--- config.mk ---
export PLATFORM = sky130hd
export DESIGN_NAME = lnk_csr_bank
export DESIGN_NICKNAME = d
export VERILOG_FILES = /design/src/rtl/lnk_csr_pkg.sv /design/src/rtl/lnk_csr_sticky.sv /design/src/rtl/lnk_csr_snap.sv /design/src/rtl/lnk_csr_ctrl.sv /design/src/rtl/lnk_csr_bank.sv
export SDC_FILE = /design/constraint.sdc
export NUM_CORES = 1
export LEC_CHECK = 0
export CAP_MARGIN = 20
export CORE_UTILIZATION = 44
export DETAILED_ROUTE_END_ITERATION = 8
export PLACE_DENSITY = 0.77
export SYNTH_ARGS = -nofsm -noshare
export SYNTH_HDL_FRONTEND = slang
export SYNTH_SLANG_ARGS = --single-unit
export TNS_END_PERCENT = 1
--- constraint.sdc ---
create_clock -name clk_i -period 1.41 [get_ports clk_i]
set_input_delay 0.282 -clock clk_i [delete_from_list [all_inputs] [get_ports clk_i]]
set_output_delay 0.282 -clock clk_i [all_outputs]
set_load 0.05 [all_outputs]
--- src/rtl/lnk_csr_pkg.sv ---
package lnk_csr_pkg;
  localparam int ADDR_W = 12;
  localparam int DATA_W = 32;

  localparam logic [ADDR_W-1:0] OFS_VERSION = 12'h000;
  localparam logic [ADDR_W-1:0] OFS_XRST    = 12'h004;
  localparam logic [ADDR_W-1:0] OFS_RESET   = 12'h008;
  localparam logic [ADDR_W-1:0] OFS_TXCFG   = 12'h00C;
  localparam logic [ADDR_W-1:0] OFS_TXDIAG  = 12'h010;
  localparam logic [ADDR_W-1:0] OFS_RXCFG   = 12'h014;
  localparam logic [ADDR_W-1:0] OFS_LOOP    = 12'h018;
  localparam logic [ADDR_W-1:0] OFS_TXSTAT  = 12'h200;
  localparam logic [ADDR_W-1:0] OFS_RXSTAT  = 12'h204;
  localparam logic [ADDR_W-1:0] OFS_SYNCED  = 12'h210;
  localparam logic [ADDR_W-1:0] OFS_FRMERR  = 12'h224;
  localparam logic [ADDR_W-1:0] OFS_DSCERR  = 12'h228;
  localparam logic [ADDR_W-1:0] OFS_TICK    = 12'h2B0;
  localparam logic [3:0]        CNT_PAGE    = 4'h3;

  typedef struct packed {
    logic              wr_stb;
    logic              rd_stb;
    logic [ADDR_W-1:0] addr;
    logic [DATA_W-1:0] wdata;
  } csr_acc_t;
endpackage

--- src/rtl/lnk_csr_sticky.sv ---
module lnk_csr_sticky #(
  parameter int WIDTH     = 1,
  parameter bit LATCH_LOW = 1'b0
) (
  input  logic             clk_i,
  input  logic             rst_ni,
  input  logic [WIDTH-1:0] sig_i,
  input  logic             clr_i,
  output logic [WIDTH-1:0] lat_o
);
  localparam logic [WIDTH-1:0] RST_VAL = LATCH_LOW ? '1 : '0;

  logic [WIDTH-1:0] lat_q, lat_d;

  generate
    if (LATCH_LOW) begin : g_low
      always_comb lat_d = clr_i ? sig_i : (lat_q & sig_i);


      loss_capture_chk: assert property (@(posedge clk_i) disable iff (!rst_ni)
        (~sig_i != '0) |=> ((lat_q & $past(~sig_i)) == '0));

      low_hold_chk: assert property (@(posedge clk_i) disable iff (!rst_ni)
        !clr_i |=> ((lat_q | $past(lat_q)) == $past(lat_q)));
    end else begin : g_high
      always_comb lat_d = clr_i ? sig_i : (lat_q | sig_i);


      event_capture_chk: assert property (@(posedge clk_i) disable iff (!rst_ni)
        (sig_i != '0) |=> ((lat_q & $past(sig_i)) == $past(sig_i)));

      high_hold_chk: assert property (@(posedge clk_i) disable iff (!rst_ni)
        !clr_i |=> ((lat_q & $past(lat_q)) == $past(lat_q)));
    end
  endgenerate

  always_ff @(posedge clk_i or negedge rst_ni) begin
    if (!rst_ni) lat_q <= RST_VAL;
    else         lat_q <= lat_d;
  end

  assign lat_o = lat_q;
endmodule

--- src/rtl/lnk_csr_snap.sv ---
module lnk_csr_snap #(
  parameter int NUM_CNT = 4,
  parameter int CNT_W   = 32
) (
  input  logic                     clk_i,
  input  logic                     rst_ni,
  input  logic                     tick_i,
  input  logic [NUM_CNT*CNT_W-1:0] cnt_i,
  output logic [NUM_CNT*CNT_W-1:0] hold_o
);
  logic [NUM_CNT*CNT_W-1:0] hold_q;

  for (genvar i = 0; i < NUM_CNT; i++) begin : g_cnt
    always_ff @(posedge clk_i or negedge rst_ni) begin
      if (!rst_ni)     hold_q[i*CNT_W +: CNT_W] <= '0;
      else if (tick_i) hold_q[i*CNT_W +: CNT_W] <= cnt_i[i*CNT_W +: CNT_W];
    end
  end


  snap_copy_chk: assert property (@(posedge clk_i) disable iff (!rst_ni)
    tick_i |=> (hold_q == $past(cnt_i)));

  snap_stable_chk: assert property (@(posedge clk_i) disable iff (!rst_ni)
    !tick_i |=> $stable(hold_q));

  assign hold_o = hold_q;
endmodule

--- src/rtl/lnk_csr_ctrl.sv ---
module lnk_csr_ctrl
  import lnk_csr_pkg::*;
#(
  parameter int NUM_LANES = 12,
  parameter int MU_W      = 8
) (
  input  logic                 clk_i,
  input  logic                 rst_ni,
  input  csr_acc_t             acc_i,
  output logic                 xcvr_rst_o,
  output logic [NUM_LANES-1:0] lane_rx_rst_o,
  output logic                 tx_refclk_rst_o,
  output logic                 rx_path_rst_o,
  output logic                 tx_path_rst_o,
  output logic                 tx_en_o,
  output logic [MU_W-1:0]      tx_mubits_o,
  output logic                 tx_diag_intf_o,
  output logic [NUM_LANES-1:0] tx_diag_lane_o,
  output logic                 rx_resync_o,
  output logic                 loopback_o
);
  logic wr_reset, wr_txcfg, wr_txdiag, wr_rxcfg, wr_loop, xrst_cmd;

  assign wr_reset  = acc_i.wr_stb && (acc_i.addr == OFS_RESET);
  assign wr_txcfg  = acc_i.wr_stb && (acc_i.addr == OFS_TXCFG);
  assign wr_txdiag = acc_i.wr_stb && (acc_i.addr == OFS_TXDIAG);
  assign wr_rxcfg  = acc_i.wr_stb && (acc_i.addr == OFS_RXCFG);
  assign wr_loop   = acc_i.wr_stb && (acc_i.addr == OFS_LOOP);
  assign xrst_cmd  = acc_i.wr_stb && (acc_i.addr == OFS_XRST) && acc_i.wdata[0];

  always_ff @(posedge clk_i or negedge rst_ni) begin
    if (!rst_ni) begin
      xcvr_rst_o      <= 1'b0;
      lane_rx_rst_o   <= '0;
      tx_refclk_rst_o <= 1'b0;
      rx_path_rst_o   <= 1'b0;
      tx_path_rst_o   <= 1'b0;
      tx_en_o         <= 1'b0;
      tx_mubits_o     <= '0;
      tx_diag_intf_o  <= 1'b0;
      tx_diag_lane_o  <= '0;
      rx_resync_o     <= 1'b0;
      loopback_o      <= 1'b0;
    end else begin
      xcvr_rst_o <= xrst_cmd;  // self-clearing
      if (wr_reset) begin
        lane_rx_rst_o   <= acc_i.wdata[NUM_LANES-1:0];
        tx_refclk_rst_o <= acc_i.wdata[12];
        rx_path_rst_o   <= acc_i.wdata[30];
        tx_path_rst_o   <= acc_i.wdata[31];
      end
      if (wr_txcfg) begin
        tx_en_o     <= acc_i.wdata[0];
        tx_mubits_o <= acc_i.wdata[MU_W:1];
      end
      if (wr_txdiag) begin
        tx_diag_intf_o <= acc_i.wdata[0];
        tx_diag_lane_o <= acc_i.wdata[NUM_LANES:1];
      end
      if (wr_rxcfg) rx_resync_o <= acc_i.wdata[0];
      if (wr_loop)  loopback_o  <= acc_i.wdata[0];
    end
  end


  xrst_single_chk: assert property (@(posedge clk_i) disable iff (!rst_ni)
    xcvr_rst_o |=> !xcvr_rst_o);

  xrst_cause_chk: assert property (@(posedge clk_i) disable iff (!rst_ni)
    (acc_i.wr_stb && acc_i.addr == OFS_XRST && acc_i.wdata[0]) |=> xcvr_rst_o);

  loop_hold_chk: assert property (@(posedge clk_i) disable iff (!rst_ni)
    !(acc_i.wr_stb && acc_i.addr == OFS_LOOP) |=> $stable(loopback_o));
endmodule

--- src/rtl/lnk_csr_bank.sv ---
module lnk_csr_bank
  import lnk_csr_pkg::*;
#(
  parameter int          NUM_LANES = 12,
  parameter int          NUM_CNT   = 4,
  parameter int          CNT_W     = 32,
  parameter logic [7:0]  VER_MAJOR = 8'd2,
  parameter logic [7:0]  VER_MINOR = 8'd5
) (
  input  logic                     clk_i,
  input  logic                     rst_ni,
  input  logic                     req_vld_i,
  input  logic                     req_wr_i,
  input  logic [11:0]              req_addr_i,
  input  logic [31:0]              req_wdata_i,
  output logic                     rd_vld_o,
  output logic [31:0]              rd_data_o,
  output logic                     xcvr_rst_o,
  output logic [NUM_LANES-1:0]     lane_rx_rst_o,
  output logic                     tx_refclk_rst_o,
  output logic                     rx_path_rst_o,
  output logic                     tx_path_rst_o,
  output logic                     tx_en_o,
  output logic [7:0]               tx_mubits_o,
  output logic                     tx_diag_intf_o,
  output logic [NUM_LANES-1:0]     tx_diag_lane_o,
  output logic                     rx_resync_o,
  output logic                     loopback_o,
  input  logic [2:0]               tx_err_i,
  input  logic [4:0]               rx_err_i,
  input  logic                     rx_aligned_i,
  input  logic [NUM_LANES-1:0]     word_sync_i,
  input  logic [NUM_LANES-1:0]     synced_i,
  input  logic [NUM_LANES-1:0]     frame_err_i,
  input  logic [NUM_LANES-1:0]     descr_err_i,
  input  logic [NUM_CNT*CNT_W-1:0] cnt_i
);
  localparam int TXE_W  = 3;
  localparam int RXE_W  = 5;
  localparam int IDX_W  = 6;
  localparam int SYNC_LSB = 8;

  csr_acc_t acc;
  assign acc.wr_stb = req_vld_i && req_wr_i;
  assign acc.rd_stb = req_vld_i && !req_wr_i;
  assign acc.addr   = req_addr_i;
  assign acc.wdata  = req_wdata_i;

  // control registers
  lnk_csr_ctrl #(.NUM_LANES(NUM_LANES), .MU_W(8)) u_ctrl (
    .clk_i, .rst_ni, .acc_i(acc),
    .xcvr_rst_o, .lane_rx_rst_o, .tx_refclk_rst_o, .rx_path_rst_o,
    .tx_path_rst_o, .tx_en_o, .tx_mubits_o, .tx_diag_intf_o,
    .tx_diag_lane_o, .rx_resync_o, .loopback_o
  );

  // read-to-clear strobes
  logic clr_txstat, clr_rxstat, clr_synced, clr_frm, clr_dsc;
  assign clr_txstat = acc.rd_stb && (req_addr_i == OFS_TXSTAT);
  assign clr_rxstat = acc.rd_stb && (req_addr_i == OFS_RXSTAT);
  assign clr_synced = acc.rd_stb && (req_addr_i == OFS_SYNCED);
  assign clr_frm    = acc.rd_stb && (req_addr_i == OFS_FRMERR);
  assign clr_dsc    = acc.rd_stb && (req_addr_i == OFS_DSCERR);

  logic [TXE_W-1:0]     txe_lat;
  logic [RXE_W-1:0]     rxe_lat;
  logic                 algn_lat;
  logic [NUM_LANES-1:0] wsync_lat, synced_lat, frm_lat, dsc_lat;

  lnk_csr_sticky #(.WIDTH(TXE_W), .LATCH_LOW(1'b0)) u_txe (
    .clk_i, .rst_ni, .sig_i(tx_err_i), .clr_i(clr_txstat), .lat_o(txe_lat));
  lnk_csr_sticky #(.WIDTH(RXE_W), .LATCH_LOW(1'b0)) u_rxe (
    .clk_i, .rst_ni, .sig_i(rx_err_i), .clr_i(clr_rxstat), .lat_o(rxe_lat));
  lnk_csr_sticky #(.WIDTH(1), .LATCH_LOW(1'b1)) u_algn (
    .clk_i, .rst_ni, .sig_i(rx_aligned_i), .clr_i(clr_rxstat), .lat_o(algn_lat));
  lnk_csr_sticky #(.WIDTH(NUM_LANES), .LATCH_LOW(1'b1)) u_wsync (
    .clk_i, .rst_ni, .sig_i(word_sync_i), .clr_i(clr_rxstat), .lat_o(wsync_lat));
  lnk_csr_sticky #(.WIDTH(NUM_LANES), .LATCH_LOW(1'b1)) u_synced (
    .clk_i, .rst_ni, .sig_i(synced_i), .clr_i(clr_synced), .lat_o(synced_lat));
  lnk_csr_sticky #(.WIDTH(NUM_LANES), .LATCH_LOW(1'b0)) u_frm (
    .clk_i, .rst_ni, .sig_i(frame_err_i), .clr_i(clr_frm), .lat_o(frm_lat));
  lnk_csr_sticky #(.WIDTH(NUM_LANES), .LATCH_LOW(1'b0)) u_dsc (
    .clk_i, .rst_ni, .sig_i(descr_err_i), .clr_i(clr_dsc), .lat_o(dsc_lat));

  // counter snapshot
  logic                     tick;
  logic [NUM_CNT*CNT_W-1:0] hold;
  assign tick = acc.wr_stb && (req_addr_i == OFS_TICK) && req_wdata_i[0];

  lnk_csr_snap #(.NUM_CNT(NUM_CNT), .CNT_W(CNT_W)) u_snap (
    .clk_i, .rst_ni, .tick_i(tick), .cnt_i, .hold_o(hold));

  // read mux
  logic [IDX_W-1:0] cnt_idx;
  logic             cnt_hit;
  logic [31:0]      rd_word;

  assign cnt_idx = req_addr_i[IDX_W+1:2];
  assign cnt_hit = (req_addr_i[11:8] == CNT_PAGE) && (req_addr_i[1:0] == 2'b00)
                && (int'(cnt_idx) < NUM_CNT);

  always_comb begin
    rd_word = '0;
    if (cnt_hit) begin
      for (int i = 0; i < NUM_CNT; i++)
        if (int'(cnt_idx) == i) rd_word[CNT_W-1:0] = hold[i*CNT_W +: CNT_W];
    end else begin
      unique case (req_addr_i)
        OFS_VERSION: rd_word[15:0] = {VER_MAJOR, VER_MINOR};
        OFS_RESET: begin
          rd_word[NUM_LANES-1:0] = lane_rx_rst_o;
          rd_word[12]            = tx_refclk_rst_o;
          rd_word[30]            = rx_path_rst_o;
          rd_word[31]            = tx_path_rst_o;
        end
        OFS_TXCFG:  rd_word[8:0] = {tx_mubits_o, tx_en_o};
        OFS_TXDIAG: begin
          rd_word[0]             = tx_diag_intf_o;
          rd_word[NUM_LANES:1]   = tx_diag_lane_o;
        end
        OFS_RXCFG:  rd_word[0] = rx_resync_o;
        OFS_LOOP:   rd_word[0] = loopback_o;
        OFS_TXSTAT: rd_word[TXE_W-1:0] = txe_lat;
        OFS_RXSTAT: begin
          rd_word[0]                      = algn_lat;
          rd_word[RXE_W:1]                = rxe_lat;
          rd_word[SYNC_LSB +: NUM_LANES]  = wsync_lat;
        end
        OFS_SYNCED: rd_word[NUM_LANES-1:0] = synced_lat;
        OFS_FRMERR: rd_word[NUM_LANES-1:0] = frm_lat;
        OFS_DSCERR: rd_word[NUM_LANES-1:0] = dsc_lat;
        default:    rd_word = '0;
      endcase
    end
  end

  always_ff @(posedge clk_i or negedge rst_ni) begin
    if (!rst_ni) begin
      rd_vld_o  <= 1'b0;
      rd_data_o <= '0;
    end else begin
      rd_vld_o  <= acc.rd_stb;
      rd_data_o <= acc.rd_stb ? rd_word : '0;
    end
  end


  rd_answer_chk: assert property (@(posedge clk_i) disable iff (!rst_ni)
    acc.rd_stb |=> rd_vld_o);

  rd_no_spurious_chk: assert property (@(posedge clk_i) disable iff (!rst_ni)
    !acc.rd_stb |=> !rd_vld_o);

  unmapped_zero_chk: assert property (@(posedge clk_i) disable iff (!rst_ni)
    (acc.rd_stb && (req_addr_i[11:8] == 4'h1 || req_addr_i[11:8] == 4'hF)) |=> (rd_data_o == '0));

  version_chk: assert property (@(posedge clk_i) disable iff (!rst_ni)
    (acc.rd_stb && req_addr_i == OFS_VERSION) |=> (rd_data_o == {16'h0, VER_MAJOR, VER_MINOR}));
endmodule

==> metrics.md <==
| Metric | Value |
|---|---|
| Routability-driven placement congestion ratio | `0.953` |
| Xor/xnor cell area share of the yosys netlist | `0` |
| Reg-to-reg critical path startpoint | `u_snap.hold_o[103]` |
| Adder-cell share of the synthesized area | `0` |
| CTS max path bufs | `3` |
| Area delta synth->final | `62.6%` |
| Synth Instances | `approximately 830` |
| IO Pins | `306` |
| Core Footprint | `25200 um^2` |
| Post-synthesis compound-gate area fraction | `0.112` |
| Vias per cell | `5.59` |
| Post-synthesis cell type count | `between 50 and 60` |
| Asr flop ratio synth | `1.00` |
| Clock latency on the worst-skew pair | `0.55 ns` |
| Fin crit share | `1.11` |
| Detail Placement HPWL | `27.2 mm` |
| Setup Crit Path Kind | `in2reg` |
| Via count | `8990` |
| Ys flop type | `dfrtp_1` |
| Ratio of cells with drive above 1 in the final layout | `0.425` |
| Total Wirelength | `38.2 mm` |
| Post-route DRC | `0` |
| Data arrival, critical path | `1.99 ns` |
| Routing usage on met2 | `0.467` |
| Fmax | `0.637 GHz` |
| Final instance area | `18300 um^2` |
| Final Hold Viols | `0` |
| Worst-path maximum fanout | `8` |
| CTS buffer count | `28` |
| CTS Root Cell | `clkbuf_16` |
| TritonCTS clock tree | `yes` |
| Pwr Density | `880 nW/um^2` |
| Commonest non-fill, non-tap cell in the layout | `dfrtp_1` |
| Clock sink count | `258` |
| Slew @ Worst Pin | `0.563 ns` |
| Gr ovfl total | `0` |
| Met3 usage | `0.0516` |
| DIE AREA | `26300 um^2` |
| Worst setup SP type | `input pin` |
| Initial antenna violation count | `1` |
| Num rows | `58` |
| Post-Syn Area per Cell | `13.6 um^2` |
| Leak pwr | `0.00804 uW` |
| Post-synth EDFFs | `0` |
| YS warnings | `0` |
| RSZ-0062 raised after global routing | `true` |
| Final WS setup | `-0.159 ns` |
| Largest family of logic cells by synthesized area | `multiplexers` |
| Mapped Area | `11300 um^2` |
| Failing checks | `setup timing` |
| Pre-CTS WS | `-1.15 ns` |
| Post-Syn Nets | `1059` |
| Synthesis-stage register bit count | `about 260` |
| CTS H-tree lvls | `1` |
| Mux cell area share after synthesis | `0.214` |
| CP Data Required Time | `around 1.8 ns` |
| Post-layout min period | `roughly 1.6 ns` |
| Vias in the first global route | `a little under 10000` |
| Reg clk slew, reported paths | `0.06 ns` |
| Slew Viols, Final | `0` |
| Final setup viols | `197` |
| First-pass GRT wire length | `57.5 mm` |
| Min-delay worst type | `in2async` |
| CP endpoint kind | `flop` |
| Placed Area | `around 16000 um^2` |
| Drt wl/cell | `23.8 um` |
| IO Port Bufs | `roughly 290` |
| Max-cap viol count | `0` |
| Final Net Count | `~1500` |
| Die Y | `162 um` |
| Busiest metal layer after global routing | `met2` |
| Commonest non-fill, non-tap cells in the layout | `dfrtp_1, clkdlybuf4s50_1, mux2_4, buf_4, buf_12` |
| Number of routed nets with antenna violations | `0` |
| Fill count | `1569` |
| Simple logic cell fraction of the synthesized area | `0.0678` |
| Critical path origin | `req_addr_i[8]` |
| Worst slew margin | `0.622` |
| Worst vdd ir | `1.14 mV` |
| Gr usage total | `0.292` |
| Clock skew | `0.0121 ns` |
| GR met1 Demand/Resource | `0.391` |
| Register area share after synthesis | `0.576` |
| Status | `finished with violations` |
| DRT iter0 DRCs | `658` |
| Largest net degree at the start of global routing | `79` |
| Die W | `roughly 160 um` |
| Starting density of the core | `0.448` |
| 1st-pass router iterations | `6` |
## worst paths after layout
| kind | end | slack [ns] | cells past startpoint |
|---|---|---|---|
| worst max-delay path | u_snap.hold_o[102] | -0.16 | 10 |
| worst min-delay path | u_snap.hold_o[60] | 0.12 | 2 |
| worst max register to register | rd_data_o[7] | -0.11 | 3 |
| worst min register to register | u_rxe.lat_o[2] | 0.48 | 1 |
| max in group asynchronous | u_snap.hold_o[37] | 0.63 | 4 |
| min in group clk_i | u_ctrl.xcvr_rst_o | 0.22 | 3 |
## cell families after synthesis
family                 Yosys count
buffers and inverters           52
muxes                          215
and+or+nand+nor                130
DFF                            258
AOI/OAI and AO/OA              171
## state kept, by name, indices dropped and copies added (netlist names), 3 cells and up
name	count
u_frm.lat_o	12
u_snap.hold_o	128
rd_data_o	32
u_synced.lat_o	12
u_ctrl.tx_diag_lane_o	12
u_rxe.lat_o	5
u_dsc.lat_o	12
u_wsync.lat_o	12
u_ctrl.lane_rx_rst_o	12
u_ctrl.tx_mubits_o	8
u_txe.lat_o	3
## worst max-delay path, stage by stage
cell and delay [ns]:
buf_4 0.14, nor4b_4 0.23, buf_4 0.17, nand2_4 0.06, nor3_4 0.24, buf_12 0.15, buf_12 0.13, buf_12 0.12
buf_16 0.14, mux2_4 0.30
## cells in the mapped netlist, types with 2 or more instances
library cell	count	area (um^2)
o31ai_1	3	22.5
a222oi_1	3	30.0
mux2_1	130	1460
nand3_1	7	35.0
o21ai_0	19	95.1
buf_2	17	85.1
a211oi_1	4	30.0
buf_4	3	22.5
dfrtp_1	233	5830
nor2_1	43	161
buf_1	3	11.3
mux4_2	4	90.1
nand2_1	30	113
nor2_2	2	12.5
or3_1	3	18.8
a221oi_1	24	210
nor4_4	2	42.5
o21a_1	25	188
and3_1	5	31.3
a21o_1	32	240
nand4_1	4	25.0
a21oi_1	25	125
clkbuf_1	12	45.0
nor4b_2	4	60.1
mux2i_1	41	410
a221oi_2	4	60.1
mux2_2	40	450
dfstp_2	25	657
nor3_4	4	65.1
a221o_1	4	40.0
a22oi_1	19	143
a2111oi_0	2	17.5
and2_1	2	12.5
nor3_1	9	45.0
buf_6	16	180
nand2_2	2	12.5
## where the power goes
part           internal (uW)  switching (uW)  total (uW)  leakage, uW
Sequential              7420            8.25        7430      0.00331
Clock                   4400            2970        7380     0.000463
Combinational            780             549        1330      0.00427
## area by class of cell
class                      count  area (um^2)  area share
timing repair buffer         448         5350       0.292
multi-input combinational    516         5100       0.278
clock inverter                10          118     0.00642
inverter                       1         3.75    0.000205
sequential                   258         6520       0.356
antenna                        2         5.00    0.000273
clock buffer                  42          823      0.0449
tap                          330          413      0.0225
## metrics by stage
step | cells | hold slack [ns] | total power (uW) | utilization | setup TNS, ns
after detailed placement | 1533 | 0.0804 | 8800 | 0.648 | -254.17
after floorplan | 826 | -0.0136 | 7770 | - | -110.78
final | 1607 | 0.122 | 16100 | 0.728 | -15.15
after CTS | 1606 | 0.0971 | 16200 | 0.715 | -15.86
after global placement | 1533 | 0.0785 | 8800 | 0.648 | -252.09
after global routing | 1606 | 0.102 | 16600 | 0.728 | -20.81
## repair_timing
item / CTS / global route
setup buffers: 18 / 2
resized for setup: 195 / 84
endpoints found under the hold margin: 233 / 0
pin swaps: 17 / 18
gates cloned: 3 / 1
endpoints found under the setup margin: 304 / 268
hold buffers: 1 / 0
## layer usage
| layer | vias to the layer above | share of wire |
|---|---|---|
| li1 | 3939 | - |
| met3 | 94 | 0.060 |
| met4 | 0 | 0.046 |
| met1 | 4568 | 0.42 |
| met2 | 389 | 0.48 |
| met5 | - | 0 |
(Power assumes the default switching activity.)
